<file path="config.mk">
export PLATFORM = sky130hd
export DESIGN_NAME = pci_cfg_header
export DESIGN_NICKNAME = d
export VERILOG_FILES = /design/src/rtl/cfg_hdr_pkg.sv /design/src/rtl/cfg_cmd_stat.sv /design/src/rtl/cfg_bar_slot.sv /design/src/rtl/pci_cfg_header.sv
export SDC_FILE = /design/constraint.sdc
export NUM_CORES = 1
export LEC_CHECK = 0
export CORE_ASPECT_RATIO = 1.5
export CORE_UTILIZATION = 40
export CTS_BUF_LIST = sky130_fd_sc_hd__clkbuf_16
export CTS_CLUSTER_DIAMETER = 40
export DETAILED_ROUTE_END_ITERATION = 10
export PLACE_DENSITY = 0.63
export SYNTH_ARGS = -nofsm -noshare
export SYNTH_HDL_FRONTEND = slang
export SYNTH_HIERARCHICAL = 1
export SYNTH_SLANG_ARGS = --single-unit
export TNS_END_PERCENT = 50
</file>
<file path="constraint.sdc">
create_clock -name clk -period 6.1 [get_ports clk]
set_input_delay 0.915 -clock clk [delete_from_list [all_inputs] [get_ports clk]]
set_output_delay 0.915 -clock clk [all_outputs]
set_load 0.005 [all_outputs]
</file>
<file path="src/rtl/cfg_hdr_pkg.sv">
package cfg_hdr_pkg;

    localparam int NUM_BAR_SLOTS = 3;
    localparam int LOG2_W        = 5;

    localparam logic [5:0] IDX_ID      = 6'd0;
    localparam logic [5:0] IDX_CMDSTAT = 6'd1;
    localparam logic [5:0] IDX_CLASS   = 6'd2;
    localparam logic [5:0] IDX_MISC    = 6'd3;
    localparam logic [5:0] IDX_BAR0    = 6'd4;
    localparam logic [5:0] IDX_BAR1    = 6'd5;
    localparam logic [5:0] IDX_BAR2    = 6'd6;
    localparam logic [5:0] IDX_SUBSYS  = 6'd11;
    localparam logic [5:0] IDX_CAP     = 6'd13;
    localparam logic [5:0] IDX_INTR    = 6'd15;

    localparam logic [15:0] CMD_WMASK    = 16'h0147;
    localparam int          CMD_IO_BIT   = 0;
    localparam int          CMD_MEM_BIT  = 1;
    localparam int          ST_PERR_BIT  = 15;
    localparam int          ST_TABRT_BIT = 11;
    localparam int          ST_CAP_BIT   = 4;

    typedef struct packed {
        logic        en;
        logic [5:0]  idx;
        logic [3:0]  be_n;
        logic [31:0] data;
    } cfg_wr_t;

    function automatic logic [31:0] lane_merge(input logic [31:0] old_v,
                                               input logic [31:0] new_v,
                                               input logic [3:0]  be_n);
        logic [31:0] r;
        for (int k = 0; k < 4; k++) begin
            r[8*k +: 8] = be_n[k] ? old_v[8*k +: 8] : new_v[8*k +: 8];
        end
        return r;
    endfunction

    function automatic logic [31:0] size_mask(input int log2);
        return ~((32'h1 << log2) - 32'h1);
    endfunction

endpackage

</file>
<file path="src/rtl/cfg_cmd_stat.sv">
module cfg_cmd_stat
    import cfg_hdr_pkg::*;
#(
    parameter bit HAS_CAP = 1'b1
) (
    input  logic        clk,
    input  logic        rst,
    input  logic        wr_hit,
    input  logic [3:0]  be_n,
    input  logic [31:0] wdata,
    input  logic        ev_parity_err,
    input  logic        ev_target_abort,
    output logic [31:0] rd_val,
    output logic        io_en,
    output logic        mem_en
);
    logic [15:0] cmd_q;
    logic        perr_q;
    logic        tabrt_q;
    logic [15:0] cmd_lanes;
    logic [15:0] cmd_next;
    logic        clr_perr;
    logic        clr_tabrt;

    assign cmd_lanes = {{8{~be_n[1]}}, {8{~be_n[0]}}};
    assign cmd_next  = (cmd_q & ~cmd_lanes) | (wdata[15:0] & cmd_lanes);
    assign clr_perr  = wr_hit && !be_n[3] && wdata[16 + ST_PERR_BIT];
    assign clr_tabrt = wr_hit && !be_n[3] && wdata[16 + ST_TABRT_BIT];

    always_ff @(posedge clk) begin
        if (rst) begin
            cmd_q   <= '0;
            perr_q  <= 1'b0;
            tabrt_q <= 1'b0;
        end else begin
            if (wr_hit) begin
                cmd_q <= cmd_next & CMD_WMASK;
            end
            perr_q  <= ev_parity_err   | (perr_q  & ~clr_perr);
            tabrt_q <= ev_target_abort | (tabrt_q & ~clr_tabrt);
        end
    end

    always_comb begin
        rd_val                     = '0;
        rd_val[15:0]               = cmd_q;
        rd_val[16 + ST_PERR_BIT]   = perr_q;
        rd_val[16 + ST_TABRT_BIT]  = tabrt_q;
        rd_val[16 + ST_CAP_BIT]    = HAS_CAP;
    end

    assign io_en  = cmd_q[CMD_IO_BIT];
    assign mem_en = cmd_q[CMD_MEM_BIT];

    logic unused_lanes;
    assign unused_lanes = ^{wdata[30:28], wdata[26:16], be_n[2]};

endmodule

</file>
<file path="src/rtl/cfg_bar_slot.sv">
module cfg_bar_slot
    import cfg_hdr_pkg::*;
#(
    parameter bit PRESENT = 1'b1,
    parameter bit IS_IO   = 1'b0,
    parameter int LOG2    = 12
) (
    input  logic        clk,
    input  logic        rst,
    input  logic        wr_hit,
    input  logic [3:0]  be_n,
    input  logic [31:0] wdata,
    input  logic        space_en,
    input  logic [31:0] bus_addr,
    input  logic        bus_is_io,
    output logic [31:0] rd_val,
    output logic        hit
);
    localparam logic [31:0] AMASK     = size_mask(LOG2);
    localparam logic [31:0] TYPE_BITS = IS_IO ? 32'h0000_0001 : 32'h0000_0000;

    generate
        if (PRESENT) begin : g_live
            logic [31:0] base_q;

            always_ff @(posedge clk) begin
                if (rst) begin
                    base_q <= '0;
                end else if (wr_hit) begin
                    base_q <= lane_merge(base_q, wdata, be_n) & AMASK;
                end
            end

            assign rd_val = base_q | TYPE_BITS;
            assign hit    = space_en && (bus_is_io == IS_IO) &&
                            ((bus_addr & AMASK) == base_q);
        end else begin : g_absent
            assign rd_val = '0;
            assign hit    = 1'b0;
            logic unused_slot;
            assign unused_slot = ^{clk, rst, wr_hit, be_n, wdata, space_en,
                                   bus_addr, bus_is_io};
        end
    endgenerate

endmodule

</file>
<file path="src/rtl/pci_cfg_header.sv">
module pci_cfg_header
    import cfg_hdr_pkg::*;
#(
    parameter logic [15:0] VENDOR_ID   = 16'h1D2C,
    parameter logic [15:0] DEVICE_ID   = 16'h0A51,
    parameter logic [7:0]  REV_ID      = 8'h03,
    parameter logic [23:0] CLASS_CODE  = 24'h118000,
    parameter logic [15:0] SUBSYS_VID  = 16'h1D2C,
    parameter logic [15:0] SUBSYS_ID   = 16'h7001,
    parameter logic [7:0]  INT_PIN     = 8'h01,
    parameter logic [7:0]  MIN_GNT     = 8'h04,
    parameter logic [7:0]  MAX_LAT     = 8'h10,
    parameter logic [7:0]  CAP_PTR     = 8'h40,
    parameter logic [2:0]  BAR_EN      = 3'b011,
    parameter logic [2:0]  BAR_IS_IO   = 3'b010,
    parameter logic [3*LOG2_W-1:0] BAR_LOG2 = {5'd20, 5'd4, 5'd12}
) (
    input  logic        clk,
    input  logic        rst,
    input  logic        cfg_wr,
    input  logic [5:0]  cfg_idx,
    input  logic [3:0]  cfg_be_n,
    input  logic [31:0] cfg_wdata,
    output logic [31:0] cfg_rdata,
    input  logic        ev_parity_err,
    input  logic        ev_target_abort,
    input  logic [31:0] bus_addr,
    input  logic        bus_is_io,
    output logic [NUM_BAR_SLOTS-1:0] bar_hit
);
    localparam bit HAS_CAP = (CAP_PTR != 8'h00);

    cfg_wr_t     wr_s;
    logic [31:0] cs_rd;
    logic        io_en;
    logic        mem_en;
    logic [7:0]  cls_q;
    logic [7:0]  lat_q;
    logic [7:0]  intline_q;
    logic [31:0] bar_rd [NUM_BAR_SLOTS];

    assign wr_s = '{en: cfg_wr, idx: cfg_idx, be_n: cfg_be_n, data: cfg_wdata};

    cfg_cmd_stat #(.HAS_CAP(HAS_CAP)) u_cmd_stat (
        .clk             (clk),
        .rst             (rst),
        .wr_hit          (wr_s.en && wr_s.idx == IDX_CMDSTAT),
        .be_n            (wr_s.be_n),
        .wdata           (wr_s.data),
        .ev_parity_err   (ev_parity_err),
        .ev_target_abort (ev_target_abort),
        .rd_val          (cs_rd),
        .io_en           (io_en),
        .mem_en          (mem_en)
    );

    for (genvar i = 0; i < NUM_BAR_SLOTS; i++) begin : g_bar
        cfg_bar_slot #(
            .PRESENT (BAR_EN[i]),
            .IS_IO   (BAR_IS_IO[i]),
            .LOG2    (int'(BAR_LOG2[LOG2_W*i +: LOG2_W]))
        ) u_slot (
            .clk       (clk),
            .rst       (rst),
            .wr_hit    (wr_s.en && wr_s.idx == IDX_BAR0 + 6'(i)),
            .be_n      (wr_s.be_n),
            .wdata     (wr_s.data),
            .space_en  (BAR_IS_IO[i] ? io_en : mem_en),
            .bus_addr  (bus_addr),
            .bus_is_io (bus_is_io),
            .rd_val    (bar_rd[i]),
            .hit       (bar_hit[i])
        );
    end

    always_ff @(posedge clk) begin
        if (rst) begin
            cls_q     <= '0;
            lat_q     <= '0;
            intline_q <= '0;
        end else if (wr_s.en) begin
            if (wr_s.idx == IDX_MISC) begin
                if (!wr_s.be_n[0]) cls_q <= wr_s.data[7:0];
                if (!wr_s.be_n[1]) lat_q <= wr_s.data[15:8];
            end
            if (wr_s.idx == IDX_INTR && !wr_s.be_n[0]) begin
                intline_q <= wr_s.data[7:0];
            end
        end
    end

    always_comb begin
        case (cfg_idx)
            IDX_ID:      cfg_rdata = {DEVICE_ID, VENDOR_ID};
            IDX_CMDSTAT: cfg_rdata = cs_rd;
            IDX_CLASS:   cfg_rdata = {CLASS_CODE, REV_ID};
            IDX_MISC:    cfg_rdata = {16'h0000, lat_q, cls_q};
            IDX_BAR0:    cfg_rdata = bar_rd[0];
            IDX_BAR1:    cfg_rdata = bar_rd[1];
            IDX_BAR2:    cfg_rdata = bar_rd[2];
            IDX_SUBSYS:  cfg_rdata = {SUBSYS_ID, SUBSYS_VID};
            IDX_CAP:     cfg_rdata = {24'h0, CAP_PTR};
            IDX_INTR:    cfg_rdata = {MAX_LAT, MIN_GNT, INT_PIN, intline_q};
            default:     cfg_rdata = '0;
        endcase
    end

endmodule

</file>
# Word level (Yosys, flattened, before mapping)
# Index checks and enable logic that the tools add are counted.
# totals
reg_bits	79
in_bits	80
out_inout_bits	35
word_cells	63
# op_classes
n_eq_ne	10
muxes	1
n_bitwise	15
n_reduce_logical	24
# ops
cell	n
$pmux W32 S9	1
$eq A28 B28 Y1	1
$eq A20 B20 Y1	1
$and A9 B9 Y9	2
$eq A6 B4 Y1 const B	3
$reduce_and A2 Y1	8
$eq A6 B2 Y1 const B	2
$eq A6 B3 Y1 const B	2
$logic_and A1 B1 Y1	11
$not A9 Y9	1
$or A9 B9 Y9	1
$not A1 Y1	7
$eq A6 B1 Y1 const B	1
$logic_not A6 Y1	1
$reduce_and A3 Y1	2
$and A1 B1 Y1	2
$logic_not A1 Y1	2
$or A1 B1 Y1	2

# Longest topological paths before layout
# depth
ltp_word	7
depth_mapped	10
depth_no_buf	6

# Hierarchy
# Netlist, hierarchy kept.
# by_module_without_submodules
mod	instances	cells_each	area_per_inst_um2	seq_area_each_um2
pci_cfg_header	1	304	2339.7	480.5
cfg_bar_slot at g_bar[1].u_slot	1	139	1351.3	560.5
cfg_bar_slot at g_bar[0].u_slot	1	108	1037.2	400.4
cfg_cmd_stat	1	62	534.3	140.1
cfg_bar_slot at g_bar[2].u_slot	1	34	251.5	0.0

# Least setup slack after synthesis
# OpenSTA, ideal clock, no wires.
# synth_path
path_kind	input to output
from	in cfg_idx[2]
to	out cfg_rdata[18]
arrival_time_ns	2.076
required_ns	5.185
path_slack_ns	3.109
cell_stages	7
cell_sequence	buf_4 -> or4b_1 -> buf_4 -> nor3_4 -> buf_6 -> a221oi_1 -> nand2_1
# synth_via
elab_chain_cells	2
elab_cells_between_ends	10
classes_between	eq/ne (8); mux (1); reduce/logical (1)
# synth_rtl
item	line_no	rtl
from (decl)	pci_cfg_header.sv:21	input logic [5:0] cfg_idx,
$eq A6 B4 Y1, or another cell as far along	pci_cfg_header.sv:93	case (cfg_idx)
$pmux W32 S9 (*)	pci_cfg_header.sv:93	
to (decl)	pci_cfg_header.sv:24	output logic [31:0] cfg_rdata,
# Mark *: on every way between the ends. The rest lies on a longest branch, timed or not.

# Worst setup path after layout
# layout_path
from	in cfg_idx[3]
to	out cfg_rdata[18]
# Same word-level chain as after synthesis.

==> flow_metrics.py <==
metrics = {
    "grt": {
        "grt_use_met2": 0.3904,
        "antenna_found_initial": 0,
        "grt_overflow": 0,
        "grt_first_pass_wirelength_mm": 24.15,
        "busiest_layer": "met2",
        "grt.met3_usage": 0.04083,
        "grt_start_max_net_pins": 85,
        "track_usage": 0.2224,
        "grt_pass1_vias": 4579,
        "globalRouteMet1Util": 0.2514,
    },
    "clock_tree": {
        "cts_max_path_buffers": 2,
        "cts_tree": "done",
        "cts_root_buffer": "clkbuf_16",
        "clkSinkCount": 79,
        "cts_setup_buffers": 0,
        "path_clk_slew_ns": 0.06,
        "postCtsHoldBufs": 0,
        "ctsResizeCount": 0,
        "cts_buffers": 9,
        "clkLatencyLatePin_ns": 0.34,
        "h-tree-depth": 3,
    },
    "final_layout": {
        "multiInputGateArea_um2": 3359,
        "n_fill_cell": 1274,
        "instances_no_fill": 891,
        "n_antenna_cell": 0,
        "final_common_cell": "clkdlybuf4s50_1",
        "syn_to_final_growth_pct": 20.31,
        "regArea_um2": 1582,
        "nNetsFinal": 804,
        "drive_gt1_frac": 0.05487,
        "final_cell_mix": "clkdlybuf4s50_1 (107), mux2i_1 (97), nor2_1 (89)",
        "fin_util": 0.4920,
    },
    "worst_setup_path": {
        "r2r_slack_ns": 5.41,
        "r2r_end": "g_bar[0].u_slot/rd_val[16]",
        "arrival_ns": 3.77,
        "cp.required_ns": 5.18,
        "r2r_start": "g_bar[0].u_slot/rd_val[16]",
        "start_kind": "input port",
        "worst-setup-path-type": "in2out",
        "path_max_fanout": 15,
        "end_kind": "output port",
        "rr_worst_depth": 2,
    },
    "routing": {
        "drtAntennaViolNets": 0,
        "via_per_inst": 5.108,
        "wl_per_cell_um": 17.40,
        "routed_wirelength_mm": 15.51,
        "num_vias": 4551,
        "drc": 12,
        "drtIter0Drc": 334,
        "first_pass_iters": 8,
    },
    "sta": {
        "relSlewSlack": 0.2523,
        "clock.fmax_mhz": 213.4,
        "holdWs_ns": 0.4777,
        "grt_setup_unrepaired": "false",
        "hold_viol_final": 0,
        "finClkSkew_ns": 0,
        "fin_crit_ns": 4.687,
        "setup_viol": 0,
        "setup-tns-final_ns": 0,
        "finalMaxSlewViolations": 0,
        "worst_pin_slew_ns": 1.113,
        "post-route-period-util": 0.7683,
    },
    "min_path": {
        "hold_path_class": "reg2reg",
        "min_path_cells": 2,
    },
    "floorplan": {
        "die-width_um": 97.81,
        "die-area_um2": 14250,
        "core_um2": 13470,
        "io_pins": 115,
        "num_rows": 52,
        "dieHeight_um": 145.7,
        "start_util": 0.4090,
    },
    "place": {
        "dp_hpwl_mm": 11.94,
        "io_buffers": 109,
        "dp.cells": 875,
        "routabilityCongestion": 0.9107,
    },
    "pwr": {
        "power_density_nw_per_um2": 191.9,
        "leakagePower_nw": 2.613,
        "peakVddDrop_uv": 141.9,
        "total_power_mw": 1.272,
    },
    "status": {
        "status": "finished, violations left",
        "violations": "design-rule violations",
    },
    "logic_synthesis": {
        "synth_area_um2": 5508,
        "netlist_instances": 646,
        "syn_area_per_cell_um2": 8.526,
        "ys_warn_count": 6,
    },
    "run": {
        "max_cap_violations": 0,
    },
}
-- where the power goes --
group	internal, mW	switching [mW]	leakage [nW]
sequential	0.518	0.00137	0.637
clock	0.356	0.220	0.162
combinational	0.0871	0.0894	1.81
total	0.961	0.311	2.61
-- worst max-delay path by stage --
stage | startpoint | depth (start not counted) | endpoint
3_5_place_dp | cfg_idx[3] | 6 | cfg_rdata[18]
4_1_cts | cfg_idx[3] | 6 | cfg_rdata[18]
2_1_floorplan | cfg_idx[2] | 7 | cfg_rdata[18]
3_3_place_gp | cfg_idx[3] | 6 | cfg_rdata[18]
5_1_grt | cfg_idx[3] | 6 | cfg_rdata[18]
6_report | cfg_idx[3] | 6 | cfg_rdata[18]
-- registers in the layout, indices dropped and copies added (netlist names), named ones only --
register / cells
g_bar.u_slot/rd_val: 20
g_bar.u_slot/g_live.base_q: 28
cls_q: 8
u_cmd_stat/tabrt_q: 1
intline_q: 8
u_cmd_stat/perr_q: 1
lat_q: 8
-- worst max-delay path, stage by stage --
cell             delay [ns]
clkdlybuf4s50_1        0.67
or4b_1                 0.83
nor3_4                 0.54
a221oi_1               0.19
nand2_1                0.13
clkdlybuf4s50_1        0.50
-- area by class of cell --
cell class / count / share of cell area
tap: 162 / 0.03059
sequential: 79 / 0.2387
clock buffer: 9 / 0.03399
clock inverter: 7 / 0.01360
multi-input combinational: 511 / 0.5070
timing repair buffer: 118 / 0.1733
inverter: 5 / 0.002832
-- per-layer routing --
layer / vias up / share of wire
met5: - / 0
met4: 0 / 0.045
met3: 39 / 0.046
met2: 141 / 0.51
met1: 2117 / 0.40
li1: 2254 / -
-- per-stage QoR --
step	cell area, µm²	worst slack (ns)
final	6626	1.413
after floorplan	5763	3.109
after global routing	6626	1.282
after global placement	6311	1.401
after CTS	6626	1.411
after detailed placement	6311	1.412
(Power assumes the default switching activity.)
